### src/rtl/bo_pkg.sv
package bo_pkg;

    typedef enum logic [1:0] {
        ST_IDLE    = 2'd0,
        ST_DEFER   = 2'd1,
        ST_XMIT    = 2'd2,
        ST_BACKOFF = 2'd3
    } bo_state_e;

endpackage

### src/rtl/bo_lfsr.sv
module bo_lfsr #(
    parameter int          W    = 16,
    parameter logic [W-1:0] TAPS = 16'hB400,
    parameter logic [W-1:0] SEED = 16'hACE1
) (
    input  logic         clk,
    input  logic         rst_n,
    output logic [W-1:0] q
);
    logic fb;

    assign fb = ^(q & TAPS);

    always_ff @(posedge clk) begin
        if (!rst_n) q <= SEED;
        else        q <= {q[W-2:0], fb};
    end
endmodule

### src/rtl/bo_sat_counter.sv
module bo_sat_counter #(
    parameter int W   = 6,
    parameter int MAX = 63
) (
    input  logic         clk,
    input  logic         rst_n,
    input  logic         clr,
    input  logic         inc,
    output logic [W-1:0] cnt
);
    localparam logic [W-1:0] CAP = W'(MAX);

    always_ff @(posedge clk) begin
        if (!rst_n)                  cnt <= '0;
        else if (clr)                cnt <= '0;
        else if (inc && cnt < CAP)   cnt <= cnt + 1'b1;
    end
endmodule

### src/rtl/bo_slot_timer.sv
module bo_slot_timer #(
    parameter int SLOT_W     = 15,
    parameter int SLOT_BYTES = 64
) (
    input  logic              clk,
    input  logic              rst_n,
    input  logic              load,
    input  logic [SLOT_W-1:0] slots,
    input  logic              run,
    input  logic              tick,
    output logic              zero
);
    localparam int SHIFT = $clog2(SLOT_BYTES);
    localparam int CW    = SLOT_W + SHIFT;
    localparam bit POW2  = (SHIFT > 0) && ((1 << SHIFT) == SLOT_BYTES);

    logic [CW-1:0] cnt;
    logic [CW-1:0] load_val;

    generate
        if (POW2) begin : g_shift
            assign load_val = {slots, {SHIFT{1'b0}}};
        end else begin : g_mult
            assign load_val = CW'(slots) * CW'(SLOT_BYTES);
        end
    endgenerate

    always_ff @(posedge clk) begin
        if (!rst_n)                       cnt <= '0;
        else if (load)                    cnt <= load_val;
        else if (run && tick && cnt != 0) cnt <= cnt - 1'b1;
    end

    assign zero = (cnt == '0);
endmodule

### src/rtl/hd_backoff_ctrl.sv
module hd_backoff_ctrl #(
    parameter int LIM_W       = 4,
    parameter int WIN_W       = 6,
    parameter int STD_EXP     = 10,
    parameter int SLOT_BYTES  = 64,
    parameter int DEFER_LIMIT = 3036,
    parameter int LFSR_W      = 16
) (
    input  logic             clk,
    input  logic             rst_n,
    input  logic             byte_tick,
    input  logic             frame_req,
    input  logic             tx_done,
    input  logic             carrier_sense,
    input  logic             collision,
    input  logic             back_pressure,
    input  logic             cfg_alt_en,
    input  logic [LIM_W-1:0] cfg_alt_limit,
    input  logic             cfg_nobo,
    input  logic             cfg_bp_nobo,
    input  logic             cfg_defer_send,
    input  logic [LIM_W-1:0] cfg_retry_max,
    input  logic [WIN_W-1:0] cfg_win,
    output logic             tx_permit,
    output logic             bo_busy,
    output logic             st_excess_col,
    output logic             st_late_col,
    output logic             st_excess_defer
);
    import bo_pkg::*;

    localparam int MAX_EXP = (1 << LIM_W) - 1;
    localparam int SLOT_W  = MAX_EXP;
    localparam int EXP_W   = LIM_W + 1;
    localparam int DEF_W   = $clog2(DEFER_LIMIT + 1);
    localparam int WIN_MAX = (1 << WIN_W) - 1;

    bo_state_e state_q, state_d;

    logic [LIM_W-1:0]  att_q;
    logic [LFSR_W-1:0] rnd;
    logic [DEF_W-1:0]  def_cnt;
    logic [WIN_W-1:0]  win_cnt;
    logic              bo_zero;

    logic              coll_ev, late_ev, exc_ev, retry_ev, skip_bo;
    logic              defer_over, defer_abort, start_ev, done_ev;
    logic [EXP_W-1:0]  coll_num, trunc_exp, cur_exp;
    logic [SLOT_W-1:0] slot_mask, slot_draw;

    // Random source
    bo_lfsr #(.W(LFSR_W)) u_lfsr (
        .clk  (clk),
        .rst_n(rst_n),
        .q    (rnd)
    );

    // Deferral length, counted only while waiting on a busy medium
    bo_sat_counter #(.W(DEF_W), .MAX(DEFER_LIMIT)) u_defer_cnt (
        .clk  (clk),
        .rst_n(rst_n),
        .clr  (!(state_q == ST_DEFER && carrier_sense)),
        .inc  (byte_tick),
        .cnt  (def_cnt)
    );

    // Bytes on the wire since the permit, for the collision window
    bo_sat_counter #(.W(WIN_W), .MAX(WIN_MAX)) u_win_cnt (
        .clk  (clk),
        .rst_n(rst_n),
        .clr  (tx_permit),
        .inc  (state_q == ST_XMIT && byte_tick),
        .cnt  (win_cnt)
    );

    // Backoff wait in byte ticks
    bo_slot_timer #(.SLOT_W(SLOT_W), .SLOT_BYTES(SLOT_BYTES)) u_timer (
        .clk  (clk),
        .rst_n(rst_n),
        .load (retry_ev && !skip_bo),
        .slots(slot_draw),
        .run  (state_q == ST_BACKOFF),
        .tick (byte_tick),
        .zero (bo_zero)
    );

    // Event decode
    always_comb begin
        coll_ev     = (state_q == ST_XMIT) && collision;
        late_ev     = coll_ev && (win_cnt >= cfg_win);
        exc_ev      = coll_ev && !late_ev && (att_q == cfg_retry_max);
        retry_ev    = coll_ev && !late_ev && !exc_ev;
        skip_bo     = cfg_nobo || (cfg_bp_nobo && back_pressure);
        defer_over  = (def_cnt >= DEF_W'(DEFER_LIMIT));
        defer_abort = (state_q == ST_DEFER) && carrier_sense && defer_over && !cfg_defer_send;
        start_ev    = (state_q == ST_IDLE) && frame_req;
        done_ev     = (state_q == ST_XMIT) && tx_done && !collision;
    end

    // Truncated exponent and random slot count
    always_comb begin
        coll_num  = {1'b0, att_q} + 1'b1;
        trunc_exp = cfg_alt_en ? {1'b0, cfg_alt_limit} : EXP_W'(STD_EXP);
        cur_exp   = (coll_num < trunc_exp) ? coll_num : trunc_exp;
        slot_mask = ~({SLOT_W{1'b1}} << cur_exp);
        slot_draw = rnd[SLOT_W-1:0] & slot_mask;
    end

    // Collision count of the current frame
    always_ff @(posedge clk) begin
        if (!rst_n)                  att_q <= '0;
        else if (start_ev || done_ev) att_q <= '0;
        else if (retry_ev)           att_q <= att_q + 1'b1;
    end

    // State register
    always_ff @(posedge clk) begin
        if (!rst_n) state_q <= ST_IDLE;
        else        state_q <= state_d;
    end

    // Next state
    always_comb begin
        state_d = state_q;
        unique case (state_q)
            ST_IDLE: begin
                if (frame_req) state_d = ST_DEFER;
            end
            ST_DEFER: begin
                if (!carrier_sense)   state_d = ST_XMIT;
                else if (defer_abort) state_d = ST_IDLE;
            end
            ST_XMIT: begin
                if (late_ev || exc_ev) state_d = ST_IDLE;
                else if (retry_ev)     state_d = skip_bo ? ST_DEFER : ST_BACKOFF;
                else if (tx_done)      state_d = ST_IDLE;
            end
            ST_BACKOFF: begin
                if (bo_zero) state_d = ST_DEFER;
            end
            default: state_d = ST_IDLE;
        endcase
    end

    // Outputs
    always_comb begin
        tx_permit       = (state_q == ST_DEFER) && !carrier_sense;
        bo_busy         = (state_q == ST_BACKOFF);
        st_excess_col   = exc_ev;
        st_late_col     = late_ev;
        st_excess_defer = defer_abort;
    end

    initial begin
        if (LFSR_W < SLOT_W) $error("LFSR narrower than slot field");
    end
endmodule

### config.mk
export PLATFORM = sky130hd
export DESIGN_NAME = hd_backoff_ctrl
export DESIGN_NICKNAME = d
export VERILOG_FILES = /design/src/rtl/bo_pkg.sv /design/src/rtl/bo_lfsr.sv /design/src/rtl/bo_sat_counter.sv /design/src/rtl/bo_slot_timer.sv /design/src/rtl/hd_backoff_ctrl.sv
export SDC_FILE = /design/constraint.sdc
export NUM_CORES = 1
export LEC_CHECK = 0
export BUFFER_PORTS_ARGS = -buffer_cell sky130_fd_sc_hd__buf_2
export CORE_ASPECT_RATIO = 1.1
export CORE_MARGIN = 2
export CORE_UTILIZATION = 32
export CTS_BUF_LIST = sky130_fd_sc_hd__clkbuf_16
export DETAILED_ROUTE_END_ITERATION = 6
export SLEW_MARGIN = 30
export SYNTH_ARGS = -nofsm -noshare
export SYNTH_HDL_FRONTEND = slang
export SYNTH_SLANG_ARGS = --single-unit
### constraint.sdc
create_clock -name clk -period 6.4 [get_ports clk]
set_clock_uncertainty 0.05 [all_clocks]
set_input_delay 0 -clock clk [delete_from_list [all_inputs] [get_ports clk]]
set_output_delay 0 -clock clk [all_outputs]
set_load 0.05 [all_outputs]
# After elaboration in Yosys (flattened, before gate mapping)
# Index checks and enable logic that the tools add are counted.
[classes]
reduce_logical = 38
n_bitwise = 3
add_sub_neg = 5
shifts = 1
n_eq_ne = 8
order_cmp = 5
muxes = 13
[ops]
columns = ["cell", "n"]
rows = [
  ["$mux 21", 2],
  ["$logic_not 21->1", 1],
  ["$reduce_bool 21->1", 1],
  ["$sub 21x1->21 const B", 1],
  ["$logic_and 1x1->1", 19],
  ["$mux 2", 8],
  ["$reduce_xor 16->1", 1],
  ["$and 15x15->15", 1],
  ["$not 15->15", 1],
  ["$shl 15x5->15 const A", 1],
  ["$add 12x1->12 const B", 1],
  ["$ge 12x12->1 const B", 1],
  ["$lt 12x12->1 const B", 1],
  ["$pmux 2 s4", 1],
  ["$add 6x1->6 const B", 1],
  ["$ge 6x6->1", 1],
  ["$logic_not 1->1", 6],
  ["$lt 6x6->1 const B", 1],
  ["$reduce_or 2->1", 3],
  ["$add 4x1->5 const B", 1],
  ["$lt 5x4->1", 1],
  ["$mux 5", 1],
  ["$add 4x1->4 const B", 1],
  ["$eq 2x2->1 const B", 2],
  ["12 further kinds", 15],
]
[totals]
in_bits = 26
elab_cells = 80
reg_bits = 61
out_inout_bits = 5

# Longest topological paths before layout
# Gate-level depths: netlist (run 1).
[logic_depth]
depth_word = 11
depth_mapped = 11
mapped_depth_nobuf = 9

# Hierarchy
# Synthesis (run 1) repeated with hierarchy kept, for this count alone.
[hier_totals]
cells_unflattened = 427
hier_area_um2 = 3676.0
[modules_own_cells]
columns = ["module", "area_per_inst_um2", "instances", "seq_area_each_um2", "cells_each"]
rows = [
  ["bo_slot_timer", 1198.6, 1, 420.4, 143],
  ["hd_backoff_ctrl", 1082.3, 1, 120.1, 145],
  ["bo_sat_counter at u_defer_cnt", 641.9, 1, 240.2, 69],
  ["bo_lfsr", 451.7, 1, 320.3, 36],
  ["bo_sat_counter at u_win_cnt", 301.5, 1, 120.1, 34],
]

# Worst setup path after synthesis (run 1)
# No wires, ideal clock.
[synth_path]
path_kind = "register -> register"
startpoint = "reg att_q[0]"
endpoint = "reg u_timer.cnt[20]"
n_path_buf = 1
arrival_time_ns = 2.609
required_ns = 6.249
path_stages_with_launch = 10
path_slack_ns = 3.640
setup_time_ns = 0.101
period_less_slack_ns = 2.760
cell_sequence = "dfxtp_1 ha_1 xor2_1 ha_1 a21o_1 and2_0 buf_2 nor2_2 mux2_2 o41ai_1"
[synth_between]
elab_chain_cells = 7
elab_cells_between_ends = 13
cone_classes = "add/sub: 1; order compare: 1; eq/ne: 1; shift: 1; mux: 2; bitwise: 2; reduce/logical: 5"
[synth_lines]
columns = ["element", "line", "rtl"]
rows = [
  ["start, declared", "hd_backoff_ctrl.sv:40", "logic [LIM_W-1:0] att_q;"],
  ["start signal, assigned", "hd_backoff_ctrl.sv:113", "else if (retry_ev) att_q <= att_q + 1'b1;"],
  ["$add 4x1->5 *", "hd_backoff_ctrl.sv:102", "coll_num = {1'b0, att_q} + 1'b1;"],
  ["net coll_num[2]", "hd_backoff_ctrl.sv:48", "logic [EXP_W-1:0] coll_num, trunc_exp, cur_exp;"],
  ["$lt 5x4->1", "hd_backoff_ctrl.sv:104", "cur_exp = (coll_num < trunc_exp) ? coll_num : trunc_exp;"],
  ["$mux 5 *", "hd_backoff_ctrl.sv:104", ""],
  ["$shl 15x5->15 *", "hd_backoff_ctrl.sv:105", "slot_mask = ~({SLOT_W{1'b1}} << cur_exp);"],
  ["$not 15->15 *", "hd_backoff_ctrl.sv:105", ""],
  ["$and 15x15->15 *", "hd_backoff_ctrl.sv:106", "slot_draw = rnd[SLOT_W-1:0] & slot_mask;"],
  ["$mux 21 *", "bo_slot_timer.sv:30", "else if (load) cnt <= load_val;"],
  ["end signal, assigned", "bo_slot_timer.sv:30", ""],
  ["end signal, assigned", "bo_slot_timer.sv:31", "else if (run && tick && cnt != 0) cnt <= cnt - 1'b1;"],
  ["end, declared", "bo_slot_timer.sv:17", "logic [CW-1:0] cnt;"],
]
# The timed path passes the listed nets; every way through them passes the cells marked *.
# A chain may end at the register's enable or synchronous reset.

# Worst setup path in the final report (run 1)
# Same ends and word-level chain as after synthesis.

==> impl_metrics.csv, run 1 <==
group,metric,value,unit
run_status,status,"complete, no violations",
global_routing,grt_pass1_vias,3221,
floorplanning,dieArea,0.01262,sq mm
setup_path,worst-endpoint-arrival,3.32,ns
clock_tree,clock_tree_root,"sky130_fd_sc_hd__clkbuf_16",
floorplanning,floorplan.io_pins,31,
placement,routability_driven_placement_congestion_ratio,0.8463,
global_routing,gr-total-overflow,0,
global_routing,gr-usage-met1,0.1931,
yosys,mean_cell_area_of_the_mapped_netlist,8.595,sq um
setup_path,r2r_cells,8,
floorplanning,floorplan.core_area,0.01144,sq mm
timing,maxClockFrequency,317.4,MHz
yosys,synth-warning-count,0,
clock_tree,htree_levels,3,
yosys,synth.distinct_cells,68,
yosys,synth.top_cells.by_area,"sky130_fd_sc_hd__dfxtp_1, sky130_fd_sc_hd__ha_1, sky130_fd_sc_hd__xor2_1, sky130_fd_sc_hd__nand3_1, sky130_fd_sc_hd__nor2_1",
power,netSwitchingFraction,0.2381,
cells_and_area,multi_input_comb_area,0.002354,sq mm
min_path,worstHoldPathType,"input port to flop",
timing,worst_slew_pin_slew,0.8373,ns
timing,fin_hold_ws,0.05645,ns
cells_and_area,antenna_cells_inserted,0,
global_routing,grt_pass1_wl,15.26,mm
cells_and_area,non_filler_cells_in_the_finished_layout,618,
timing,grt_setup_unrepaired,"no",
route,drt-pass1-iter-count,4,
global_routing,grtUsageMet3,0.03156,
clock_tree,post_cts_resize_count,0,
setup_path,critical_path_peak_fanout,9,
timing,layout_min_cycle_time,3.151,ns
yosys,netlist_area_pre_place,0.003756,sq mm
global_routing,grt_antenna_before_repair,0,
run,timing.max_cap.violations,0,
clock_tree,postCtsHoldBufs,1,
timing,drv_slew,0,
route,vias_after_detailed_routing,3246,
timing,timing_hold_violations_final,0,
setup_path,worst_ep_required_time,6.57,ns
placement,detailed_place_hpwl,6.642,mm
route,detail_route.wirelength,8.858,mm
power,internal_power,0.0007158,W
timing,number_of_failing_setup_endpoints_in_the_final_timing_report,0,
cells_and_area,area.growth.synth_to_final,15.19,%
clock_tree,clk_transition_reported_paths,0.06,ns
floorplanning,die_w,107.3,um
yosys,synth_cells,437,
clock_tree,cts_setup_buffers,0,
power,switchingPower,0.0002236,W
yosys,synth.ff_latch_count,61,
timing,layout_worst_path_cycle_share,0.4923,
global_routing,grt.busiest_layer,"met2",
placement,io_buffer_count,30,
setup_path,critical_path.endpoint_type,"flop",
clock_tree,clock_tree_from_tritoncts,"yes",
floorplanning,initial_utilization,0.3283,
route,via_per_inst,5.252,
floorplanning,die_y,117.6,um
min_path,min_delay_path_depth,2,
global_routing,maximum_number_of_pins_on_one_net_before_global_route_repair,31,
global_routing,global_route.usage.met2,0.2377,
timing,setup-tns-final,0,ns
cells_and_area,nets,508,
clock_tree,cts.sink_count,61,
yosys,synth.largest_area_cell,"sky130_fd_sc_hd__dfxtp_1",
cells_and_area,drive_above_1_share,0.1453,
floorplanning,core.rowCount,41,
yosys,syn-num-nets,482,
yosys,synthTopCellsByCount,"sky130_fd_sc_hd__dfxtp_1, sky130_fd_sc_hd__nor2_1, sky130_fd_sc_hd__nand2_1",
global_routing,grt_usage,0.1501,
power,power,0.0009394,W
setup_path,critPathLaunchType,"flop",
cells_and_area,area.sequential,0.001221,sq mm
route,initialDrtViolationCount,111,
power,power-per-cell-area,217.1,mW/mm^2
placement,dpl.cell_count,601,
power,seq_power_share,0.419,
route,detail_route.drc_violations,0,
clock_tree,cts_inserted_buffers,9,
timing,slew-limit-headroom,0.4418,
power,total_leakage_power,1.634,nW
yosys,synth.most_common_cell,"sky130_fd_sc_hd__dfxtp_1",
yosys,ys_async_sr_fraction,0,
power,clock_power_share,0.500,
route,ant_nets,0,
route,routedWlPerCell,14.33,um
power,power_frac_comb,0.081,
power,irDropWorstVdd,0.0001184,V
clock_tree,clkLatencyLatePin,0.33,ns
yosys,post_synth_edffs,0,
yosys,synthFlopType,"sky130_fd_sc_hd__dfxtp_1",
cells_and_area,n_fill_cell,1174,
setup_path,timing.setup.critical_path_class,"flop to flop",
yosys,ys_seq_area_frac,0.3251,
yosys,post-synth-top-area-fraction,0.3251,
clock_tree,buffers_from_clock_root_to_sink_at_most,2,
cells_and_area,final_core_utilization,0.3782,
cells by family (layout without fill, tap and decap cells):
kind of cell / count (synthesis) / after routing / share of synthesized area
AO/OA/AOI/OAI: 93 / 93 / 0.1895
XOR/XNOR: 39 / 39 / 0.09094
adder cells (fa/ha/maj): 19 / 19 / 0.06329
buffers and inverters: 45 / 76 / 0.04830
flip-flops: 61 / 61 / 0.3251
multiplexers: 3 / 3 / 0.008328
AND/OR/NAND/NOR: 177 / 177 / 0.2745
routing by layer:
layer	vias up	share of wire	wire length [um]
met5	-	0	0
met2	53	0.47	4187
met1	1525	0.46	4116
met4	0	0.024	215
met3	21	0.038	338
li1	1647	-	-
critical path, stage by stage, from the launching register on:
cell and delay, ns:
sky130_fd_sc_hd__dfxtp_1 0.46, sky130_fd_sc_hd__ha_1 0.30, sky130_fd_sc_hd__xor2_1 0.37, sky130_fd_sc_hd__ha_1 0.32
sky130_fd_sc_hd__a21o_1 0.17, sky130_fd_sc_hd__and2_0 0.27, sky130_fd_sc_hd__nor2_2 0.35, sky130_fd_sc_hd__mux2_2 0.42
sky130_fd_sc_hd__o41ai_1 0.33
placed cells by master (no fill, tap or decap), types with 5 or more instances in the layout:
cell type	Yosys	layout
sky130_fd_sc_hd__a21o_1	5	5
sky130_fd_sc_hd__a21oi_1	21	21
sky130_fd_sc_hd__and2_1	13	13
sky130_fd_sc_hd__and3_1	5	5
sky130_fd_sc_hd__buf_2	10	30
sky130_fd_sc_hd__clkbuf_16	0	9
sky130_fd_sc_hd__dfxtp_1	61	61
sky130_fd_sc_hd__ha_1	19	19
sky130_fd_sc_hd__inv_1	28	28
sky130_fd_sc_hd__nand2_1	30	30
sky130_fd_sc_hd__nand2b_1	8	8
sky130_fd_sc_hd__nand3_1	27	27
sky130_fd_sc_hd__nand4_1	12	12
sky130_fd_sc_hd__nor2_1	33	33
sky130_fd_sc_hd__nor2b_1	6	6
sky130_fd_sc_hd__nor3_1	5	5
sky130_fd_sc_hd__o21ai_0	8	8
sky130_fd_sc_hd__o22ai_1	7	7
sky130_fd_sc_hd__o31ai_1	5	5
sky130_fd_sc_hd__o32ai_1	7	7
sky130_fd_sc_hd__or4_1	6	6
sky130_fd_sc_hd__xnor2_1	14	14
sky130_fd_sc_hd__xor2_1	25	25
state kept, by name, indices dropped and copies added (netlist names):
| register | flops |
|---|---|
| u_timer.cnt | 21 |
| u_lfsr.q | 16 |
| u_defer_cnt.cnt | 12 |
| u_win_cnt.cnt | 6 |
| att_q | 4 |
| state_q | 2 |
final timing paths:
kind / from / to / slack (ns)
setup / recovery: att_q[0] / u_timer.cnt[20] / 3.25
hold / removal: rst_n / u_lfsr.q[15] / 0.06
setup reg to reg: att_q[0] / u_timer.cnt[20] / 3.25
hold reg to reg: u_lfsr.q[14] / u_lfsr.q[15] / 0.38
per-stage QoR:
step           cell area (sq um)  setup WS (ns)
4_1_cts                     4327          3.260
3_5_place_dp                4025          3.256
5_1_grt                     4327          3.000
2_1_floorplan               3756          3.640
3_3_place_gp                4025          3.360
6_report                    4327          3.249
area by class of cell:
cell class,count,share of cell area
Clock buffer,9,0.05205
Clock inverter,7,0.01533
Inverter,28,0.02429
Multi-Input combinational cell,331,0.5440
Sequential cell,61,0.2822
Tap cell,150,0.04338
Timing Repair Buffer,32,0.03875
power by group through the flow:
| stage | logic, W | registers [W] | clock network (W) |
|---|---|---|---|
| 2_1_floorplan | 0.0000530 | 0.000400 | 0 |
| 3_3_place_gp | 0.0000747 | 0.000401 | 0 |
| 3_5_place_dp | 0.0000760 | 0.000401 | 0 |
| 4_1_cts | 0.0000769 | 0.000394 | 0.000480 |
| 5_1_grt | 0.0000850 | 0.000395 | 0.000501 |
| 6_report | 0.0000765 | 0.000394 | 0.000469 |
(Power assumes the default switching activity.)
==> inputs of run 2 (changes only) <==
Clock period 6.4 ns to 2.89 ns, I/O delays scaled along.
==> run 2 against run 1 <==
Fmax rose by 18%. Non-clock buffer count rose by 5. Worst hold slack got worse by 0.019 ns. Register-to-register slack got worse by 3.0 ns. Critical path depth did not move. Cell count rose by 0.81%. Setup slack got worse by 3.0 ns. Sequential share of layout area fell by 0.35 points. Cell area rose by 1.4%. Critical path type unchanged. Largest cell class unchanged.
==> impl_metrics.csv, run 2 (synthesized netlist as in run 1, its figures left out) <==
group,metric,value,unit
clock_tree,clkLatencyLatePin,0.33,ns
floorplanning,floorplan.io_pins,31,
placement,detailed_place_hpwl,6.658,mm
global_routing,grt_usage,0.1437,
clock_tree,clock_tree_root,"sky130_fd_sc_hd__clkbuf_16",
timing,setup-tns-final,0,ns
timing,maxClockFrequency,373.7,MHz
cells_and_area,n_fill_cell,1154,
clock_tree,htree_levels,3,
route,detail_route.drc_violations,0,
floorplanning,die_y,117.6,um
floorplanning,dieArea,0.01262,sq mm
cells_and_area,largest_register_by_flop_count,"u_timer.cnt",
timing,fin_hold_ws,0.03702,ns
timing,slew-limit-headroom,0.6127,
run,timing.max_cap.violations,0,
floorplanning,core.rowCount,41,
clock_tree,buffers_from_clock_root_to_sink_at_most,2,
cells_and_area,largest_register_ffs,21,
placement,routability_driven_placement_congestion_ratio,0.8856,
timing,timing_hold_violations_final,0,
floorplanning,floorplan.core_area,0.01144,sq mm
route,via_per_inst,5.279,
clock_tree,cts_inserted_buffers,9,
timing,worst_slew_pin_slew,0.5760,ns
power,total_leakage_power,1.679,nW
run_status,status,"complete, no violations",
timing,number_of_failing_setup_endpoints_in_the_final_timing_report,0,
cells_and_area,non_filler_cells_in_the_finished_layout,623,
setup_path,critPathLaunchType,"flop",
clock_tree,cts.sink_count,61,
route,drt-pass1-iter-count,6,
global_routing,gr-total-overflow,0,
route,ant_nets,0,
timing,layout_min_cycle_time,2.676,ns
global_routing,grt_pass1_wl,14.73,mm
floorplanning,initial_utilization,0.3283,
timing,drv_slew,0,
cells_and_area,layout.cells.most_common,"sky130_fd_sc_hd__dfxtp_1",
setup_path,worst-endpoint-arrival,2.84,ns
power,power-per-cell-area,491.0,mW/mm^2
min_path,worstHoldPathType,"input port to flop",
global_routing,maximum_number_of_pins_on_one_net_before_global_route_repair,31,
setup_path,worst_ep_required_time,3.06,ns
clock_tree,cts_setup_buffers,0,
cells_and_area,top_library_cells_by_usage_in_the_layout_fill_and_taps_aside,"sky130_fd_sc_hd__dfxtp_1, sky130_fd_sc_hd__nor2_1, sky130_fd_sc_hd__nand2_1, sky130_fd_sc_hd__buf_2, sky130_fd_sc_hd__inv_1",
placement,dpl.cell_count,606,
clock_tree,clock_tree_from_tritoncts,"yes",
route,routedWlPerCell,14.35,um
floorplanning,die_w,107.3,um
cells_and_area,area.growth.synth_to_final,16.76,%
setup_path,timing.setup.critical_path_class,"flop to flop",
route,detail_route.wirelength,8.940,mm
cells_and_area,drive_above_1_share,0.1586,
clock_tree,clk_transition_reported_paths,0.05,ns
timing,layout_worst_path_cycle_share,0.9260,
cells_and_area,nets,513,
cells_and_area,reg.largest.list,"u_timer.cnt (21), u_lfsr.q (16), u_defer_cnt.cnt (12)",
global_routing,grt_antenna_before_repair,0,
route,vias_after_detailed_routing,3289,
setup_path,critical_path.endpoint_type,"flop",
route,initialDrtViolationCount,200,
cells_and_area,antenna_cells_inserted,0,
global_routing,grt_pass1_vias,3161,
timing,grt_setup_unrepaired,"no",
power,irDropWorstVdd,0.0002464,V
setup_path,critical_path_peak_fanout,8,
placement,io_buffer_count,30,
run 2: worst max-delay path: stages (launching register included):
cell and delay [ns]:
sky130_fd_sc_hd__dfxtp_1 0.41, sky130_fd_sc_hd__ha_1 0.22, sky130_fd_sc_hd__xor2_1 0.21, sky130_fd_sc_hd__ha_1 0.27
sky130_fd_sc_hd__a21o_1 0.17, sky130_fd_sc_hd__and2_0 0.29, sky130_fd_sc_hd__nor2_2 0.19, sky130_fd_sc_hd__mux2_2 0.39
sky130_fd_sc_hd__o41ai_1 0.36
run 2: path summary, 6_finish.rpt:
path                    start              end  slack [ns]  cells past startpoint
hold reg to reg   u_lfsr.q[4]      u_lfsr.q[5]        0.39                      1
setup reg to reg     att_q[1]  u_timer.cnt[20]        0.21                      8
setup / recovery     att_q[1]  u_timer.cnt[20]        0.21                      8
hold / removal      frame_req         att_q[1]        0.04                      4
run 2: layout make-up:
class	count	area, sq um	share of cell area
clock buffer	9	225.2	0.05136
clock inverter	7	81.33	0.01854
inverter	28	105.1	0.02397
multi-input combinational	331	2359	0.5378
sequential	61	1222	0.2787
tap	150	187.7	0.04280
timing repair buffer	37	205.2	0.04679
run 2: power by group:
group / internal (W) / total, W / switching (W)
Clock: 0.000741 / 0.00111 / 0.000368
Combinational: 0.0000650 / 0.000171 / 0.000106
Sequential: 0.000862 / 0.000872 / 0.0000106
run 2: timing repair:
action / 4_1_cts / 5_1_grt
hold buffers: 1 / 0
hold endpoints to repair: 1 / 0
resized for setup: 0 / 3
setup endpoints to repair: 0 / 7
run 2: metrics by stage:
stage	setup WS [ns]	utilization	cell area, sq um	total power (W)
after floorplan	0.1301	-	3756	0.001003
after global placement	0.2882	0.3551	4063	0.001055
after detailed placement	0.1749	0.3551	4063	0.001060
after CTS	0.1601	0.3828	4379	0.002174
after global routing	0.02636	0.3834	4385	0.002232
final	0.2140	0.3834	4385	0.002153
run 2: metal layers:
layer  GRT usage  vias to the layer above  part of all wire  routed length, um
li1            -                     1660                 -                  -
met1      0.1837                     1553              0.47               4191
met2      0.2282                       61              0.48               4258
met3     0.03433                       15             0.032                283
met4     0.06331                        0             0.023                207
met5           0                        -                 0                  0
